## src/rtl/emmc_boot_pkg.sv

```systemverilog
package emmc_boot_pkg;
  localparam int unsigned FRAME_LEN = 48;
  localparam int unsigned HDR_LEN   = 40;
  localparam int unsigned CRC_LEN   = 7;
  localparam int unsigned ARG_W     = 32;
  localparam int unsigned IDX_W     = 6;
  localparam logic [ARG_W-1:0] ARG_BOOT  = 32'hFFFF_FFFA;
  localparam logic [ARG_W-1:0] ARG_RESET = 32'h0000_0000;
  localparam logic [CRC_LEN-1:0] CRC_POLY = 7'h09;

  typedef enum logic [1:0] {
    SQ_IDLE,
    SQ_START,
    SQ_BOOT,
    SQ_TERM
  } seq_st_t;

  typedef enum logic [1:0] {
    AK_WAIT,
    AK_BITS,
    AK_OK,
    AK_ERR
  } ack_st_t;
endpackage

```

## src/rtl/boot_cmd_ser.sv

```systemverilog
module boot_cmd_ser
  import emmc_boot_pkg::*;
(
  input  logic             clk,
  input  logic             rst_n,
  input  logic             load,
  input  logic [ARG_W-1:0] arg,
  output logic             bit_o,
  output logic             busy,
  output logic             last
);
  localparam int unsigned CNT_W = $clog2(FRAME_LEN);
  localparam logic [CNT_W-1:0] CNT_HDR_END = CNT_W'(HDR_LEN);
  localparam logic [CNT_W-1:0] CNT_LAST    = CNT_W'(FRAME_LEN - 1);

  logic [HDR_LEN-1:0] hdr_q, hdr_d;
  logic [CRC_LEN-1:0] crc_q, crc_d;
  logic [CNT_W-1:0]   cnt_q, cnt_d;
  logic               busy_q, busy_d;
  logic               in_hdr, in_crc, fb;

  assign in_hdr = cnt_q < CNT_HDR_END;
  assign in_crc = !in_hdr && (cnt_q != CNT_LAST);
  assign fb     = hdr_q[HDR_LEN-1] ^ crc_q[CRC_LEN-1];
  assign last   = busy_q && (cnt_q == CNT_LAST);
  assign busy   = busy_q;

  always_comb begin
    if (in_hdr)      bit_o = hdr_q[HDR_LEN-1];
    else if (in_crc) bit_o = crc_q[CRC_LEN-1];
    else             bit_o = 1'b1;
  end

  always_comb begin
    hdr_d  = hdr_q;
    crc_d  = crc_q;
    cnt_d  = cnt_q;
    busy_d = busy_q;
    if (load) begin
      hdr_d  = {1'b0, 1'b1, {IDX_W{1'b0}}, arg};
      crc_d  = '0;
      cnt_d  = '0;
      busy_d = 1'b1;
    end else if (busy_q) begin
      cnt_d = cnt_q + 1'b1;
      if (in_hdr) begin
        hdr_d = {hdr_q[HDR_LEN-2:0], 1'b0};
        crc_d = {crc_q[CRC_LEN-2:0], 1'b0} ^ (fb ? CRC_POLY : '0);
      end else if (in_crc) begin
        crc_d = {crc_q[CRC_LEN-2:0], 1'b0};
      end
      if (last) busy_d = 1'b0;
    end
  end

  always_ff @(posedge clk or negedge rst_n) begin
    if (!rst_n) begin
      hdr_q  <= '0;
      crc_q  <= '0;
      cnt_q  <= '0;
      busy_q <= 1'b0;
    end else begin
      hdr_q  <= hdr_d;
      crc_q  <= crc_d;
      cnt_q  <= cnt_d;
      busy_q <= busy_d;
    end
  end
endmodule

```

## src/rtl/boot_ack_det.sv

```systemverilog
module boot_ack_det
  import emmc_boot_pkg::*;
#(
  parameter int unsigned TMO_W = 16
) (
  input  logic             clk,
  input  logic             rst_n,
  input  logic             arm,
  input  logic             dat0,
  input  logic [TMO_W-1:0] tmo,
  output logic             ok,
  output logic             err
);
  localparam int unsigned ACK_BITS = 4;
  localparam logic [ACK_BITS-1:0] ACK_PAT = 4'b0101;
  localparam logic [TMO_W-1:0] BIT_LAST = TMO_W'(ACK_BITS - 1);

  ack_st_t             st_q, st_d;
  logic [TMO_W-1:0]    cnt_q, cnt_d;
  logic [ACK_BITS-2:0] sh_q, sh_d;

  assign ok  = (st_q == AK_OK);
  assign err = (st_q == AK_ERR);

  always_comb begin
    st_d  = st_q;
    cnt_d = cnt_q;
    sh_d  = sh_q;
    if (!arm) begin
      st_d  = AK_WAIT;
      cnt_d = '0;
    end else begin
      unique case (st_q)
        AK_WAIT: begin
          if (!dat0) begin
            st_d  = AK_BITS;
            cnt_d = '0;
          end else if (cnt_q == tmo) begin
            st_d = AK_ERR;
          end else begin
            cnt_d = cnt_q + 1'b1;
          end
        end
        AK_BITS: begin
          sh_d  = {sh_q[ACK_BITS-3:0], dat0};
          cnt_d = cnt_q + 1'b1;
          if (cnt_q == BIT_LAST)
            st_d = ({sh_q, dat0} == ACK_PAT) ? AK_OK : AK_ERR;
        end
        default: ;
      endcase
    end
  end

  always_ff @(posedge clk or negedge rst_n) begin
    if (!rst_n) begin
      st_q  <= AK_WAIT;
      cnt_q <= '0;
      sh_q  <= '0;
    end else begin
      st_q  <= st_d;
      cnt_q <= cnt_d;
      sh_q  <= sh_d;
    end
  end
endmodule

```

## src/rtl/emmc_boot_seq.sv

```systemverilog
module emmc_boot_seq
  import emmc_boot_pkg::*;
#(
  parameter int unsigned TMO_W = 16
) (
  input  logic             clk,
  input  logic             rst_n,
  input  logic             boot_go,
  input  logic             alt_mode,
  input  logic             ack_chk,
  input  logic [TMO_W-1:0] ack_tmo,
  input  logic             soft_stop,
  input  logic             dat0_i,
  output logic             cmd_o,
  output logic             cmd_oe,
  output logic             boot_active,
  output logic             boot_done,
  output logic             ack_err,
  output logic             data_en
);
  seq_st_t          st_q, st_d;
  logic             alt_q, alt_d, chk_q, chk_d;
  logic             done_q, done_d, err_q, err_d;
  logic             ser_load, ser_bit, ser_busy, ser_last;
  logic [ARG_W-1:0] ser_arg;
  logic             det_arm, det_ok, det_err;

  always_comb begin
    st_d     = st_q;
    alt_d    = alt_q;
    chk_d    = chk_q;
    done_d   = 1'b0;
    err_d    = err_q | det_err;
    ser_load = 1'b0;
    ser_arg  = ARG_BOOT;
    unique case (st_q)
      SQ_IDLE: if (boot_go) begin
        alt_d = alt_mode;
        chk_d = ack_chk;
        err_d = 1'b0;
        if (alt_mode) begin
          ser_load = 1'b1;
          st_d     = SQ_START;
        end else begin
          st_d = SQ_BOOT;
        end
      end
      SQ_START: if (ser_last) st_d = SQ_BOOT;
      SQ_BOOT: if (soft_stop) begin
        if (alt_q) begin
          ser_load = 1'b1;
          ser_arg  = ARG_RESET;
          st_d     = SQ_TERM;
        end else begin
          done_d = 1'b1;
          st_d   = SQ_IDLE;
        end
      end
      SQ_TERM: if (ser_last) begin
        done_d = 1'b1;
        st_d   = SQ_IDLE;
      end
      default: st_d = SQ_IDLE;
    endcase
  end

  always_ff @(posedge clk or negedge rst_n) begin
    if (!rst_n) begin
      st_q   <= SQ_IDLE;
      alt_q  <= 1'b0;
      chk_q  <= 1'b0;
      done_q <= 1'b0;
      err_q  <= 1'b0;
    end else begin
      st_q   <= st_d;
      alt_q  <= alt_d;
      chk_q  <= chk_d;
      done_q <= done_d;
      err_q  <= err_d;
    end
  end

  assign det_arm = (st_q == SQ_BOOT) && chk_q;

  boot_cmd_ser u_ser (
    .clk   (clk),
    .rst_n (rst_n),
    .load  (ser_load),
    .arg   (ser_arg),
    .bit_o (ser_bit),
    .busy  (ser_busy),
    .last  (ser_last)
  );

  boot_ack_det #(.TMO_W(TMO_W)) u_ack (
    .clk   (clk),
    .rst_n (rst_n),
    .arm   (det_arm),
    .dat0  (dat0_i),
    .tmo   (ack_tmo),
    .ok    (det_ok),
    .err   (det_err)
  );

  always_comb begin
    cmd_oe = 1'b0;
    cmd_o  = 1'b1;
    if ((st_q == SQ_START || st_q == SQ_TERM) && ser_busy) begin
      cmd_oe = 1'b1;
      cmd_o  = ser_bit;
    end else if (st_q == SQ_BOOT && !alt_q) begin
      cmd_oe = 1'b1;
      cmd_o  = 1'b0;
    end
  end

  assign boot_active = (st_q != SQ_IDLE);
  assign boot_done   = done_q;
  assign ack_err     = err_q;
  assign data_en     = (st_q == SQ_BOOT) && (!chk_q || det_ok);
endmodule

```

## config.mk

```make
export PLATFORM = sky130hd
export DESIGN_NAME = emmc_boot_seq
export DESIGN_NICKNAME = d
export VERILOG_FILES = /design/src/rtl/emmc_boot_pkg.sv /design/src/rtl/boot_cmd_ser.sv /design/src/rtl/boot_ack_det.sv /design/src/rtl/emmc_boot_seq.sv
export SDC_FILE = /design/constraint.sdc
export NUM_CORES = 1
export LEC_CHECK = 0
export BUFFER_PORTS_ARGS = -buffer_cell sky130_fd_sc_hd__buf_2
export CAP_MARGIN = 25
export CORE_MARGIN = 4
export CORE_UTILIZATION = 24
export CTS_CLUSTER_DIAMETER = 80
export DETAILED_ROUTE_END_ITERATION = 8
export HOLD_SLACK_MARGIN = 0.03
export SLEW_MARGIN = 20
export SYNTH_ARGS = -nofsm -noshare
export SYNTH_HDL_FRONTEND = slang
export SYNTH_SLANG_ARGS = --single-unit
```

## constraint.sdc

```tcl
create_clock -name clk -period 4.7 [get_ports clk]
set_clock_uncertainty 0.2 [all_clocks]
set_input_delay 0.47 -clock clk [delete_from_list [all_inputs] [get_ports clk]]
set_output_delay 0.47 -clock clk [all_outputs]
set_load 0.02 [all_outputs]
```

==> flow_metrics.tcl <==
set metrics [dict create \
    grt_setup_unrepaired "false" \
    final_nets 464 \
    cp-startpoint "u_ser.cnt_q[3]" \
    initial_core_util_pct 24.40 \
    synth-seq-cells 80 \
    cts_tree "done" \
    first_global_vias 3157 \
    synth_top_area_share_pct 47.60 \
    critPathTopFamily "compound AO/OA/AOI/OAI gates" \
    syn-num-nets 454 \
    vias 3317 \
    avgSynthCellArea_um2 9.803 \
    cts_buffers 9 \
    start_kind "flip-flop" \
    peakVddDrop_mv 0.2079 \
    antenna_cells 0 \
    wl_per_cell_um 13.96 \
    syn_inst 429 \
    rr_startpoint "st_q[0]" \
    synthTopCellsByArea "dfrtp_1, a2bb2oi_1, o21ai_0" \
    synth_edf_count 0 \
    ios 29 \
    ant_nets 0 \
    cts_root_buf "clkbuf_16" \
    p_leak_nw 2.032 \
    async_reset_ff_share_pct 100.0 \
    cts_resized 0 \
    fillers 1801 \
    grt_overflow 0 \
    path_class "reg -> out" \
    crit_buf_inv 1 \
    comb_power_share_pct 34.3 \
    wl_mm 9.336 \
    cpPeakStageDelay_ns 0.57 \
    core-area_mm2 0.01724 \
    portBuffers 28 \
    slew_violations 0 \
    yosysTopAreaCell "dfrtp_1" \
    clk_latency_ns 0.34 \
    tns_ns 0 \
    row_count 48 \
    cts_sinks 80 \
    postCtsSetupRepairBufs 0 \
    switching_power_w 0.0009707 \
    postCtsHoldBufs 0 \
    antenna_found_initial 0 \
    p_int_w 0.001856 \
    seq_area_frac_synth_pct 47.60 \
    netlist_area_mm2 0.004205 \
    final_core_utilization_pct 27.97 \
    drc 0 \
    synth.distinct_cells 53 \
    multi_input_comb_area_mm2 0.001984 \
    finalSetupViolations 0 \
    place_congestion 0.8247 \
    path_cells "o21ai_0 -> nor2_1 -> nand2_1 -> o21ai_0 -> a31oi_1 -> buf_2" \
    clkTransAtPathRegs_ns 0.05 \
    worstHoldPathType "in -> async" \
    end_kind "output port" \
    synth-main-ff-cell "dfrtp_1" \
    total_power_w 0.002826 \
    tightest_slew_ns 0.7311 \
    fin_crit_ns 2.646 \
    worstPathMaxFanout 6 \
    regArea_mm2 0.002002 \
    switching_share_pct 34.34 \
    seqPwrFrac_pct 40.1 \
    area_growth_pct 14.64 \
    hold_slack_ns -0.03032 \
    fmax_mhz 377.9 \
    drive_gt1_share_pct 15.99 \
    hpwl_mm 6.084 \
    synth-warning-count 0 \
    period_share_pct 56.30 \
    grt_max_degree 81 \
    p_clk_share_pct 25.6 \
    max_cap_violations 0 \
    worstPathRequired_ns 4.03 \
    dieArea_mm2 0.01970 \
    crit_arrival_ns 1.98 \
    detail_route.first_pass.iterations 5 \
    cpMostUsedCell "o21ai_0" \
    initialDrtViolationCount 202 \
    relSlewSlack_pct 51.26 \
    power.density_mw_per_mm2 586.3 \
    viasPerCell 4.958 \
    grt_pass1_wl_mm 15.56 \
    die_width_um 140.4 \
    ctsHtreeMaxLevel 3 \
    hold_viol_final 48 \
    cp_slowest_cell "o21ai_0" \
    outcome "finished with violations" \
    cts_buffer_depth 2 \
    dieHeight_um 140.4 \
    violations "negative hold slack" \
    grt.total_usage_pct 9.558 \
]
==> synth_stat cells, drive strengths merged (10+ instances only) <==
cell type / n
a2bb2oi: 29
dfrtp: 80
xnor2: 19
buf: 21
o21ai: 46
a21oi: 23
o311ai: 10
clkbuf: 15
nor2: 18
nand2: 51
nand4: 10
nand3: 30
==> power by group through the flow <==
| stage | clock (W) | sequential, W | combinational, W |
|---|---|---|---|
| after CTS | 0.000737 | 0.00113 | 0.000965 |
| after global routing | 0.000764 | 0.00117 | 0.00110 |
| after detailed placement | 0 | 0.00114 | 0.000963 |
| final | 0.000723 | 0.00113 | 0.000970 |
| after floorplan | 0 | 0.00107 | 0.000822 |
| after global placement | 0 | 0.00113 | 0.000925 |
==> layout make-up <==
| type | count | share of cell area (%) |
|---|---|---|
| flip-flops and latches | 80 | 41.53 |
| clock buffers | 12 | 5.321 |
| multi-input cells | 306 | 41.16 |
| well taps | 225 | 5.840 |
| inverters | 7 | 0.5450 |
| repair buffers | 35 | 4.542 |
| clock inverters | 4 | 1.064 |
==> flip-flops by register name, summed over array words and instances (netlist names) <==
name,cells
ack_err,1
alt_q,1
boot_done,1
chk_q,1
st_q,2
u_ack.cnt_q,16
u_ack.sh_q,3
u_ack.st_q,2
u_ser.busy,1
u_ser.cnt_q,6
u_ser.crc_q,7
u_ser.hdr_q,39
==> path summary, 6_finish.rpt <==
kind / endpoint / slack, ns / cells after the start
setup / recovery: cmd_o / 2.05 / 6
hold / removal: u_ack.cnt_q[5] / -0.03 / 1
setup reg to reg: u_ser.hdr_q[3] / 2.20 / 8
hold reg to reg: u_ser.hdr_q[1] / 0.31 / 2
max in group asynchronous: u_ser.hdr_q[3] / 3.83 / 1
min in group clk: chk_q / 0.22 / 2
==> per-layer routing <==
layer	track usage, %	routed length [um]	part of all wire, %
met1	12.35	4380	47
met2	15.30	4381	47
met3	2.663	432	4.6
met4	3.519	142	1.5
met5	0	0	0
==> through the flow <==
stage / setup WS (ns) / instances / cell area [um^2]
3_5_place_dp: 1.858 / 651 / 4474
2_1_floorplan: 2.651 / 429 / 4205
6_report: 2.054 / 669 / 4821
4_1_cts: 1.940 / 667 / 4782
3_3_place_gp: 1.939 / 651 / 4474
5_1_grt: 1.805 / 669 / 4821
==> cells in the final DEF (no fill, tap or decap), types with 6 or more instances in the layout <==
cell type	instances
dfrtp_1	80
nand2b_1	6
buf_4	6
o311ai_2	7
a2bb2oi_1	29
buf_2	27
nor2_1	17
nand4_1	9
inv_1	6
clkbuf_16	9
nand2_1	51
a21oi_1	23
a31oi_1	8
nand3_1	30
o21ai_0	44
xnor2_1	19
==> cells by family after synthesis <==
group	Yosys count	share of synthesized area (%)
AO/OA/AOI/OAI	127	21.66
adder cells (fa/ha/maj)	2	0.5950
AND/OR/NAND/NOR	145	17.88
multiplexers	9	2.261
buffers and inverters	43	5.207
flip-flops	80	47.60
XOR/XNOR	23	4.790
Power figures use the tool's default switching activity.
